==> src/rtl/wdk_pkg.sv <==
package wdk_pkg;
   localparam int OFF_LOAD_LO = 'h00;
   localparam int OFF_LOAD_HI = 'h04;
   localparam int OFF_CTRL    = 'h08;
   localparam int OFF_CLEAR   = 'h0C;
   localparam int OFF_RAW     = 'h10;
   localparam int OFF_MASK    = 'h14;
   localparam int OFF_CNT_LO  = 'h18;
   localparam int OFF_CNT_HI  = 'h1C;
   localparam int OFF_LOCK    = 'h20;
   localparam int OFF_PRE_LO  = 'h2C;
   localparam int OFF_PRE_HI  = 'h30;
   // control bit positions
   localparam int C_INT = 0;
   localparam int C_CNT = 1;
   localparam int C_VER = 2;
   localparam int C_RST = 3;
   // raw status bit positions
   localparam int S_INT  = 0;
   localparam int S_RST  = 3;
   localparam int S_BUSY = 4;
   localparam int NUM_HALVES = 4;
   // half index -> offset: timeout lo, timeout hi, threshold lo, threshold hi
   function automatic int half_off(input int idx);
      case (idx)
         0: return OFF_LOAD_LO;
         1: return OFF_LOAD_HI;
         2: return OFF_PRE_LO;
         default: return OFF_PRE_HI;
      endcase
   endfunction
endpackage

==> src/rtl/wdk_regs.sv <==
module wdk_regs
   import wdk_pkg::*;
#(
   parameter int HALF_W = 16,
   parameter int ADDR_W = 6,
   parameter logic [15:0] KEY = 16'hE551,
   localparam int DATA_W = 2 * HALF_W
) (
   input  logic              clk,
   input  logic              rst_n,
   input  logic              we,
   input  logic [ADDR_W-1:0] addr,
   input  logic [DATA_W-1:0] wdata,
   output logic              unlocked,
   output logic [3:0]        ctrl,
   output logic              mask,
   output logic [DATA_W-1:0] load_val,
   output logic [DATA_W-1:0] pre_val,
   output logic              load_wr,
   output logic              clr_int,
   output logic              clr_rst
);
   logic              wr_ok;
   logic [HALF_W-1:0] half_q [NUM_HALVES];
   logic [NUM_HALVES-1:0] half_hit;

   assign wr_ok = we && unlocked;

   always_ff @(posedge clk or negedge rst_n) begin
      if (!rst_n) begin
         unlocked <= 1'b0;
      end else if (we && addr == ADDR_W'(OFF_LOCK)) begin
         unlocked <= (wdata[15:0] == KEY);
      end
   end

   always_ff @(posedge clk or negedge rst_n) begin
      if (!rst_n) begin
         ctrl <= '0;
         mask <= 1'b0;
      end else if (wr_ok) begin
         if (addr == ADDR_W'(OFF_CTRL)) ctrl <= wdata[3:0];
         if (addr == ADDR_W'(OFF_MASK)) mask <= wdata[0];
      end
   end

   for (genvar g = 0; g < NUM_HALVES; g++) begin : g_half
      assign half_hit[g] = wr_ok && addr == ADDR_W'(half_off(g));
      always_ff @(posedge clk or negedge rst_n) begin
         if (!rst_n) half_q[g] <= '0;
         else if (half_hit[g]) half_q[g] <= wdata[HALF_W-1:0];
      end
   end

   assign load_val = {half_q[1], half_q[0]};
   assign pre_val  = {half_q[3], half_q[2]};
   assign load_wr  = |half_hit;
   assign clr_int  = wr_ok && addr == ADDR_W'(OFF_CLEAR) && wdata[S_INT];
   assign clr_rst  = wr_ok && addr == ADDR_W'(OFF_CLEAR) && wdata[S_RST];
endmodule

==> src/rtl/wdk_core.sv <==
module wdk_core #(
   parameter int DATA_W = 32,
   parameter int LOAD_TICKS = 2,
   localparam int TK_W = (LOAD_TICKS < 2) ? 1 : $clog2(LOAD_TICKS)
) (
   input  logic              clk,
   input  logic              rst_n,
   input  logic              tick,
   input  logic              load_wr,
   input  logic [DATA_W-1:0] load_val,
   input  logic [DATA_W-1:0] pre_val,
   input  logic              cnt_en,
   input  logic              rst_en,
   input  logic              clr_int,
   input  logic              clr_rst,
   output logic [DATA_W-1:0] count,
   output logic              busy,
   output logic              raw_int,
   output logic              raw_rst,
   output logic              rst_req
);
   logic [TK_W-1:0]   tk;
   logic [DATA_W-1:0] thresh;
   logic [DATA_W-1:0] next_cnt;
   logic              step;
   logic              load_done;

   assign next_cnt  = count - DATA_W'(1);
   assign step      = cnt_en && !busy && tick && count != '0;
   assign load_done = busy && tick && !load_wr && tk == TK_W'(LOAD_TICKS - 1);

   always_ff @(posedge clk or negedge rst_n) begin
      if (!rst_n) begin
         busy   <= 1'b0;
         tk     <= '0;
         count  <= '0;
         thresh <= '0;
      end else if (load_wr) begin
         busy <= 1'b1;
         tk   <= '0;
      end else if (load_done) begin
         busy   <= 1'b0;
         count  <= load_val;
         thresh <= pre_val;
      end else if (busy && tick) begin
         tk <= tk + TK_W'(1);
      end else if (step) begin
         count <= next_cnt;
      end
   end

   always_ff @(posedge clk or negedge rst_n) begin
      if (!rst_n) begin
         raw_int <= 1'b0;
         raw_rst <= 1'b0;
         rst_req <= 1'b0;
      end else begin
         rst_req <= 1'b0;
         if (clr_int) raw_int <= 1'b0;
         if (clr_rst) raw_rst <= 1'b0;
         if (step && !load_wr && next_cnt == thresh) raw_int <= 1'b1;
         if (step && !load_wr && next_cnt == '0) begin
            raw_rst <= 1'b1;
            rst_req <= rst_en;
         end
      end
   end
endmodule

==> src/rtl/wdog_keylock.sv <==
module wdog_keylock
   import wdk_pkg::*;
#(
   parameter int HALF_W = 16,
   parameter int ADDR_W = 6,
   parameter int LOAD_TICKS = 2,
   parameter logic [15:0] KEY = 16'hE551,
   localparam int DATA_W = 2 * HALF_W
) (
   input  logic              clk,
   input  logic              rst_n,
   input  logic              tick,
   input  logic              bus_we,
   input  logic [ADDR_W-1:0] bus_addr,
   input  logic [DATA_W-1:0] bus_wdata,
   output logic [DATA_W-1:0] bus_rdata,
   output logic              irq,
   output logic              rst_req
);
   initial begin
      if (HALF_W < 16) $error("HALF_W must be at least 16");
      if (ADDR_W < 6) $error("ADDR_W must reach the highest offset");
      if (LOAD_TICKS < 1) $error("LOAD_TICKS must be at least 1");
   end

   logic              unlocked, mask, load_wr, clr_int, clr_rst;
   logic [3:0]        ctrl;
   logic [DATA_W-1:0] load_val, pre_val, count;
   logic              busy, raw_int, raw_rst;
   logic [DATA_W-1:0] raw_word;

   wdk_regs #(.HALF_W(HALF_W), .ADDR_W(ADDR_W), .KEY(KEY)) u_regs (
      .clk(clk), .rst_n(rst_n), .we(bus_we), .addr(bus_addr), .wdata(bus_wdata),
      .unlocked(unlocked), .ctrl(ctrl), .mask(mask), .load_val(load_val),
      .pre_val(pre_val), .load_wr(load_wr), .clr_int(clr_int), .clr_rst(clr_rst)
   );

   wdk_core #(.DATA_W(DATA_W), .LOAD_TICKS(LOAD_TICKS)) u_core (
      .clk(clk), .rst_n(rst_n), .tick(tick), .load_wr(load_wr),
      .load_val(load_val), .pre_val(pre_val), .cnt_en(ctrl[C_CNT]),
      .rst_en(ctrl[C_RST]), .clr_int(clr_int), .clr_rst(clr_rst),
      .count(count), .busy(busy), .raw_int(raw_int), .raw_rst(raw_rst),
      .rst_req(rst_req)
   );

   assign irq = raw_int && ctrl[C_INT] && !mask;

   always_comb begin
      raw_word         = '0;
      raw_word[S_INT]  = raw_int;
      raw_word[S_RST]  = raw_rst;
      raw_word[S_BUSY] = busy;
   end

   always_comb begin
      case (bus_addr)
         ADDR_W'(OFF_LOAD_LO): bus_rdata = DATA_W'(load_val[HALF_W-1:0]);
         ADDR_W'(OFF_LOAD_HI): bus_rdata = DATA_W'(load_val[DATA_W-1:HALF_W]);
         ADDR_W'(OFF_PRE_LO):  bus_rdata = DATA_W'(pre_val[HALF_W-1:0]);
         ADDR_W'(OFF_PRE_HI):  bus_rdata = DATA_W'(pre_val[DATA_W-1:HALF_W]);
         ADDR_W'(OFF_CTRL):    bus_rdata = DATA_W'(ctrl);
         ADDR_W'(OFF_RAW):     bus_rdata = raw_word;
         ADDR_W'(OFF_MASK):    bus_rdata = DATA_W'(mask);
         ADDR_W'(OFF_CNT_LO):  bus_rdata = DATA_W'(count[HALF_W-1:0]);
         ADDR_W'(OFF_CNT_HI):  bus_rdata = DATA_W'(count[DATA_W-1:HALF_W]);
         ADDR_W'(OFF_LOCK):    bus_rdata = DATA_W'(unlocked);
         default:              bus_rdata = '0;
      endcase
   end
endmodule

==> config.mk <==
export PLATFORM = sky130hd
export DESIGN_NAME = wdog_keylock
export DESIGN_NICKNAME = d
export VERILOG_FILES = /design/src/rtl/wdk_pkg.sv /design/src/rtl/wdk_regs.sv /design/src/rtl/wdk_core.sv /design/src/rtl/wdog_keylock.sv
export SDC_FILE = /design/constraint.sdc
export NUM_CORES = 1
export LEC_CHECK = 0
export BUFFER_PORTS_ARGS = -buffer_cell sky130_fd_sc_hd__buf_2
export CELL_PAD_IN_SITES_DETAIL_PLACEMENT = 1
export CELL_PAD_IN_SITES_GLOBAL_PLACEMENT = 1
export CORE_UTILIZATION = 43
export DETAILED_ROUTE_END_ITERATION = 6
export GPL_ROUTABILITY_DRIVEN = 0
export GPL_TIMING_DRIVEN = 1
export PLACE_DENSITY = 0.85
export SYNTH_ARGS = -nofsm -noshare
export SYNTH_HDL_FRONTEND = slang
export SYNTH_SLANG_ARGS = --single-unit
==> constraint.sdc <==
create_clock -name clk -period 2.9 [get_ports clk]
set_input_delay 0.145 -clock clk [delete_from_list [all_inputs] [get_ports clk]]
set_output_delay 0.145 -clock clk [all_outputs]
set_load 0.03 [all_outputs]
* Yosys cells after proc, flatten, opt, wreduce, memory -nomap -nowiden *
Index checks and enable logic that the tools add are counted.

word-level totals
  input bits = 42
  output and inout bits = 34
  register bits after elaboration = 139
  logic and storage cells = 82

operators by class
  add/subtract/negate cells = 2
  bitwise gates (word level) = 1
  reduce and logical (&&, ||, !) cells = 37
  multiplexer cells = 14
  eq/ne operators = 14

operators with widths
  operator                 number
  $pmux W16 S10            1
  $mux W32                 3
  $eq A32 B32 Y1           1
  $logic_not A32 Y1        1
  $reduce_bool A32 Y1      1
  $sub A32 B1 Y32 const B  1
  $eq A6 B5 Y1 const B     4
  $logic_and A1 B1 Y1      20
  $eq A6 B6 Y1 const B     3
  $eq A16 B16 Y1 const B   1
  $eq A6 B4 Y1 const B     2
  $mux W1                  10
  $reduce_bool A2 Y1       5
  $reduce_and A2 Y1        4
  $eq A6 B3 Y1 const B     1
  $logic_not A6 Y1         1
  $ne A2 B1 Y1 const B     2
  $reduce_or A4 Y1         1
  $logic_not A1 Y1         3
  $reduce_and A3 Y1        1
  $add A1 B1 Y1 const B    1
  $not A1 Y1               1

* Depth between registers and ports, before layout *
  depth after elaboration = 8
  gate-level depth with buffers = 12
  depth with buffers taken out = 9

* Hierarchy *
From an unflattened synthesis, not the netlist that was laid out.

second synthesis, totals
  cell total of the unflattened synthesis = 857
  area, all modules = 8254.2 um^2

modules (own cells, without submodules)
  module        times used  cells an instance  seq. area each (um^2)  area an instance (um^2)
  wdk_core      1           558                1726.7                 4551.9
  wdk_regs      1           169                1751.7                 2765.2
  wdog_keylock  1           130                0.0                    937.1

* Worst setup path before layout *
OpenSTA, ideal clock, no wires.

  path kind = register -> register
  from = reg u_core.count[0]
  to = reg u_core.count[7]
  stages on the path, launching flop included = 12
  period minus slack after synthesis = 2842 ps
  required time = 2773 ps
  library setup time = 127 ps
  path slack = 58 ps
  buffers on the path = 3
  arrival time = 2715 ps
  path through = dfrtp_1 inv_1 ha_1 buf_2 nor4b_2 nand4_1 nor4_1 or2_1 buf_2 clkbuf_1 nor2_1 a221o_2

between the ends
  word-level cells in the longest chain between the ends = 4
  elaborated cells on any way between the ends = 8
  classes of those cells = 1 x add/sub; 3 x mux; 4 x reduce/logical

RTL lines
  element                                                        line                            RTL
  from (decl)                                                    wdk_core.sv:16                  output logic [DATA_W-1:0] count,
  from (signal assigned)                                         wdk_core.sv:43                  count <= load_val;
  from (signal assigned)                                         wdk_core.sv:48                  count <= next_cnt;
  $sub A32 B1 Y32 / $reduce_bool A32 Y1 (equally long branches)  wdk_core.sv:28, wdk_core.sv:29
  $mux W32 / $logic_and A1 B1 Y1 (equally long branches)         wdk_core.sv:47, wdk_core.sv:29
  $mux W32 / $reduce_bool A2 Y1 (equally long branches)          n/a
  $mux W32 / $reduce_and A3 Y1 (equally long branches)           n/a

Several ways; a longest one is shown, not always the timed one. The select of a mux whose other input is x is not followed.
A chain may end at the register's enable or synchronous reset.

* Worst setup path in the final report *
  from = reg u_core.count[1]
  to = reg u_core.raw_int

between the ends
  word-level cells in the longest chain between the ends = 5
  elaborated cells on any way between the ends = 8
  classes of those cells = 1 x add/sub; 1 x eq/ne; 1 x mux; 5 x reduce/logical

RTL lines
  element                                                  line            RTL
  branches (longest 3 deep; another with $sub A32 B1 Y32)  n/a
  $logic_and A1 B1 Y1 *                                    wdk_core.sv:61  if (step && !load_wr && next_cnt == thresh) raw_int <= 1'b1;
  $mux W1 / $reduce_bool A2 Y1 (equally long branches)     n/a
  to (signal assigned)                                     wdk_core.sv:54  raw_int <= 1'b0;
  to (signal assigned)                                     wdk_core.sv:59  if (clr_int) raw_int <= 1'b0;
  to (signal assigned)                                     wdk_core.sv:61
  to (decl)                                                wdk_core.sv:18  output logic raw_int,

Every way passes the cells marked *.

==> metrics.cfg <==
[timing]
setup_ws_ns = -0.296
max_slew_margin_pct = 25.4
hold_viol = 0
finalSetupTns_ns = -1.22
skew_ns = 0.0146
rsz0062_at_grt = yes
setup_viol = 15
worstMarginPinSlew_ns = 1.12
fin_crit_sh_pct = 110
fmax_mhz = 313
hold_slack_ns = 0.0138
fin_crit_ns = 3.20
final_max_slew_viol_count = 0

[synth]
synthArstFlopShare_pct = 100
ys.flop_type = dfrtp_1
syn-mean-instance-area_sq_um = 10.1
synth.top_cell.area_share_pct = 42.7
seq_area_frac_synth_pct = 42.7
yosysTopAreaCell = dfrtp_1
synth_cell_types = 76
synth-simple-area-share_pct = 17.2
synthTopCellsByArea = dfrtp_1 (43%), mux2_2 (13%), a222oi_1 (3.3%)
synth_xor_area_share_pct = 4.84
synth_top_family_by_area = simple AND/OR/NAND/NOR gates
synthAdderAreaFrac_pct = 0.307
syn-cell-area_sq_mm = 0.00815
synth_compound_area_share_pct = 15.5
ys.warnings.count = 0
synth_seq_cells = 139
syn_inst = 807
synth_edf_count = 0
synthMuxAreaShare_pct = 13.6

[cells_and_area]
finalNetCount = 940
diodes = 0
fillers = 1986
drive_gt1_share_pct = 33.3
syn_to_final_growth_pct = 21.8
final_cells = 1138

[die]
ios = 76
rows = 49
core_area_sq_mm = 0.0183
dieArea_sq_mm = 0.0195
initial_core_util_pct = 44.6
die_h_um = 140
die_w_um = 140

[global_routing]
grtUsageTotal_pct = 35.0
antenna_found_initial = 2
grt_max_degree = 70
gr-total-overflow = 0
first_global_vias = 8261
grt_pass1_wl_um = 50600

[route]
wire_per_inst_um = 32.0
ant_nets = 0
drc = 5
num_vias = 8319
vias_per_cell = 7.31
wl_um = 36400
firstDrtPassIters = 7
drt_iter0_drc = 1539

[outcome]
status = finished with violations
violations = DRC, setup timing

[placed_design]
io_buffers = 43
dp.cells = 1086
place_hpwl_um = 21100

[clock_tree]
cts_root_buffer = clkbuf_16
clk_latency_ns = 0.45
cts-buffers-inserted = 17
htreeDepth = 4
clock_sinks = 139
clk_pin_slew_ns = 0.07
clockBufferDepth = 2
cts_tree = built

[setup_path]
critPathKind = reg2reg
cp_max_fo = 4
critPathArrivalTime_ns = 3.55
end_kind = flop
required_ns = 3.25
start_kind = flop

[min_path]
min_path_type = in2reg

[pwr]
ir_worst_vdd_v = 0.000351
power.density_mw_per_mm2 = 455
p_leak_nw = 4.63

[flow_run]
maxCapViolations = 0

final cells by class:
class | instances | area (sq um) | share of cell area, %
clock buffers | 18 | 429 | 4.33
flip-flops and latches | 139 | 3480 | 35.1
multi-input cells | 587 | 4420 | 44.6
repair buffers | 138 | 1060 | 10.7
inverters | 13 | 48.8 | 0.492
clock inverters | 14 | 198 | 1.99
well taps | 229 | 287 | 2.89
state kept, by name, summed over array words and instances (netlist names):
register,count
u_regs.ctrl,4
u_core.raw_int,1
u_core.raw_rst,1
u_regs.pre_val,32
u_core.busy,1
u_core.count,32
u_core.thresh,32
u_regs.load_val,32
u_regs.mask,1
u_core.rst_req,1
u_core.tk,1
u_regs.unlocked,1
critical path: stages (launching register included):
cell	delay, ns
dfrtp_1	0.40
buf_6	0.14
or3_4	0.40
buf_4	0.16
or4_2	0.62
xnor2_2	0.25
o2111ai_1	0.25
a211oi_2	0.37
nand4_1	0.28
o31ai_2	0.24
layer usage:
| metal | vias up | wire length (um) | global-route usage, % |
|---|---|---|---|
| li1 | 3178 | - | - |
| met2 | 798 | 16400 | 55.4 |
| met4 | 4 | 2550 | 21.2 |
| met5 | - | 27 | 0 |
| met1 | 4097 | 12900 | 41.9 |
| met3 | 242 | 4550 | 10.7 |
cells by family after synthesis:
family	count (synthesis)
flops	139
buf+inv	96
other cells	1
xor+xnor	45
compound gates	170
simple gates	255
fa+ha+maj	2
mux	99
layout by cell type, fill, tap and decap left out, types with 19 or more instances in the layout:
cell type / count
mux2_2: 96
buf_2: 42
xnor2_1: 27
a21oi_1: 20
dfrtp_1: 137
nor4_1: 19
a222oi_1: 27
o21ai_0: 45
nor2_1: 46
buf_4: 80
nand2_1: 64
nor3_1: 21
nand3_1: 19
stage by stage:
stage | setup WS, ns | area (sq um) | power [mW] | utilization, %
5_1_grt | -0.375 | 9920 | 4.59 | 54.3
4_1_cts | -0.0156 | 9680 | 4.46 | 53.0
2_1_floorplan | 0.0585 | 8200 | 2.04 | -
3_5_place_dp | -0.106 | 8920 | 2.12 | 48.8
6_report | -0.296 | 9920 | 4.51 | 54.3
3_3_place_gp | 0.0746 | 8920 | 2.12 | 48.8
synthesized netlist by cell type (4+ instances only):
library cell	number
buf_1	4
nand3_1	20
o21ai_1	4
a221o_1	17
nor3b_1	4
or3_1	7
clkbuf_1	43
nor2b_1	6
nor4_1	22
mux2_2	96
a22oi_1	10
and3_1	10
or2_2	4
buf_4	17
or4_1	4
xnor2_1	29
nand4b_1	4
inv_1	13
a222oi_1	27
a21o_1	5
dfrtp_1	139
a21oi_1	20
nor3_1	23
xor2_1	16
nor2_1	49
o21ai_0	47
a31oi_1	4
o211a_1	4
buf_2	16
nand2_1	64
nand4_1	11
final timing paths:
kind                                              start                              end  slack [ns]  cells after the start
max in group asynchronous                         rst_n          u_regs.mask$_DFFE_PN0P_        1.63                      4
hold / removal                            bus_wdata[14]  u_regs.load_val[30]$_DFFE_PN0P_        0.01                      2
hold reg to reg            u_core.thresh[9]$_DFFE_PN0P_     u_core.thresh[9]$_DFFE_PN0P_        0.53                      1
setup / recovery            u_core.count[1]$_DFFE_PN0P_       u_core.raw_int$_DFFE_PN0P_       -0.30                      9
setup reg to reg            u_core.count[1]$_DFFE_PN0P_       u_core.raw_int$_DFFE_PN0P_       -0.30                      9
min in group asynchronous                         rst_n  u_regs.load_val[25]$_DFFE_PN0P_        0.31                      2
power by group:
part,switching (mW),internal [mW]
clock network,0.971,1.44
registers,0.00000412,1.94
logic,0.124,0.0323
total,1.10,3.41
repair_timing:
item	in CTS	in global routing
buffers inserted	0	14
gates cloned	1	0
endpoints found under the setup margin	13	33
hold endpoints to repair	75	0
gates resized for setup	10	25
pin swaps	0	15
hold buffers	5	0
Power figures use the tool's default switching activity.
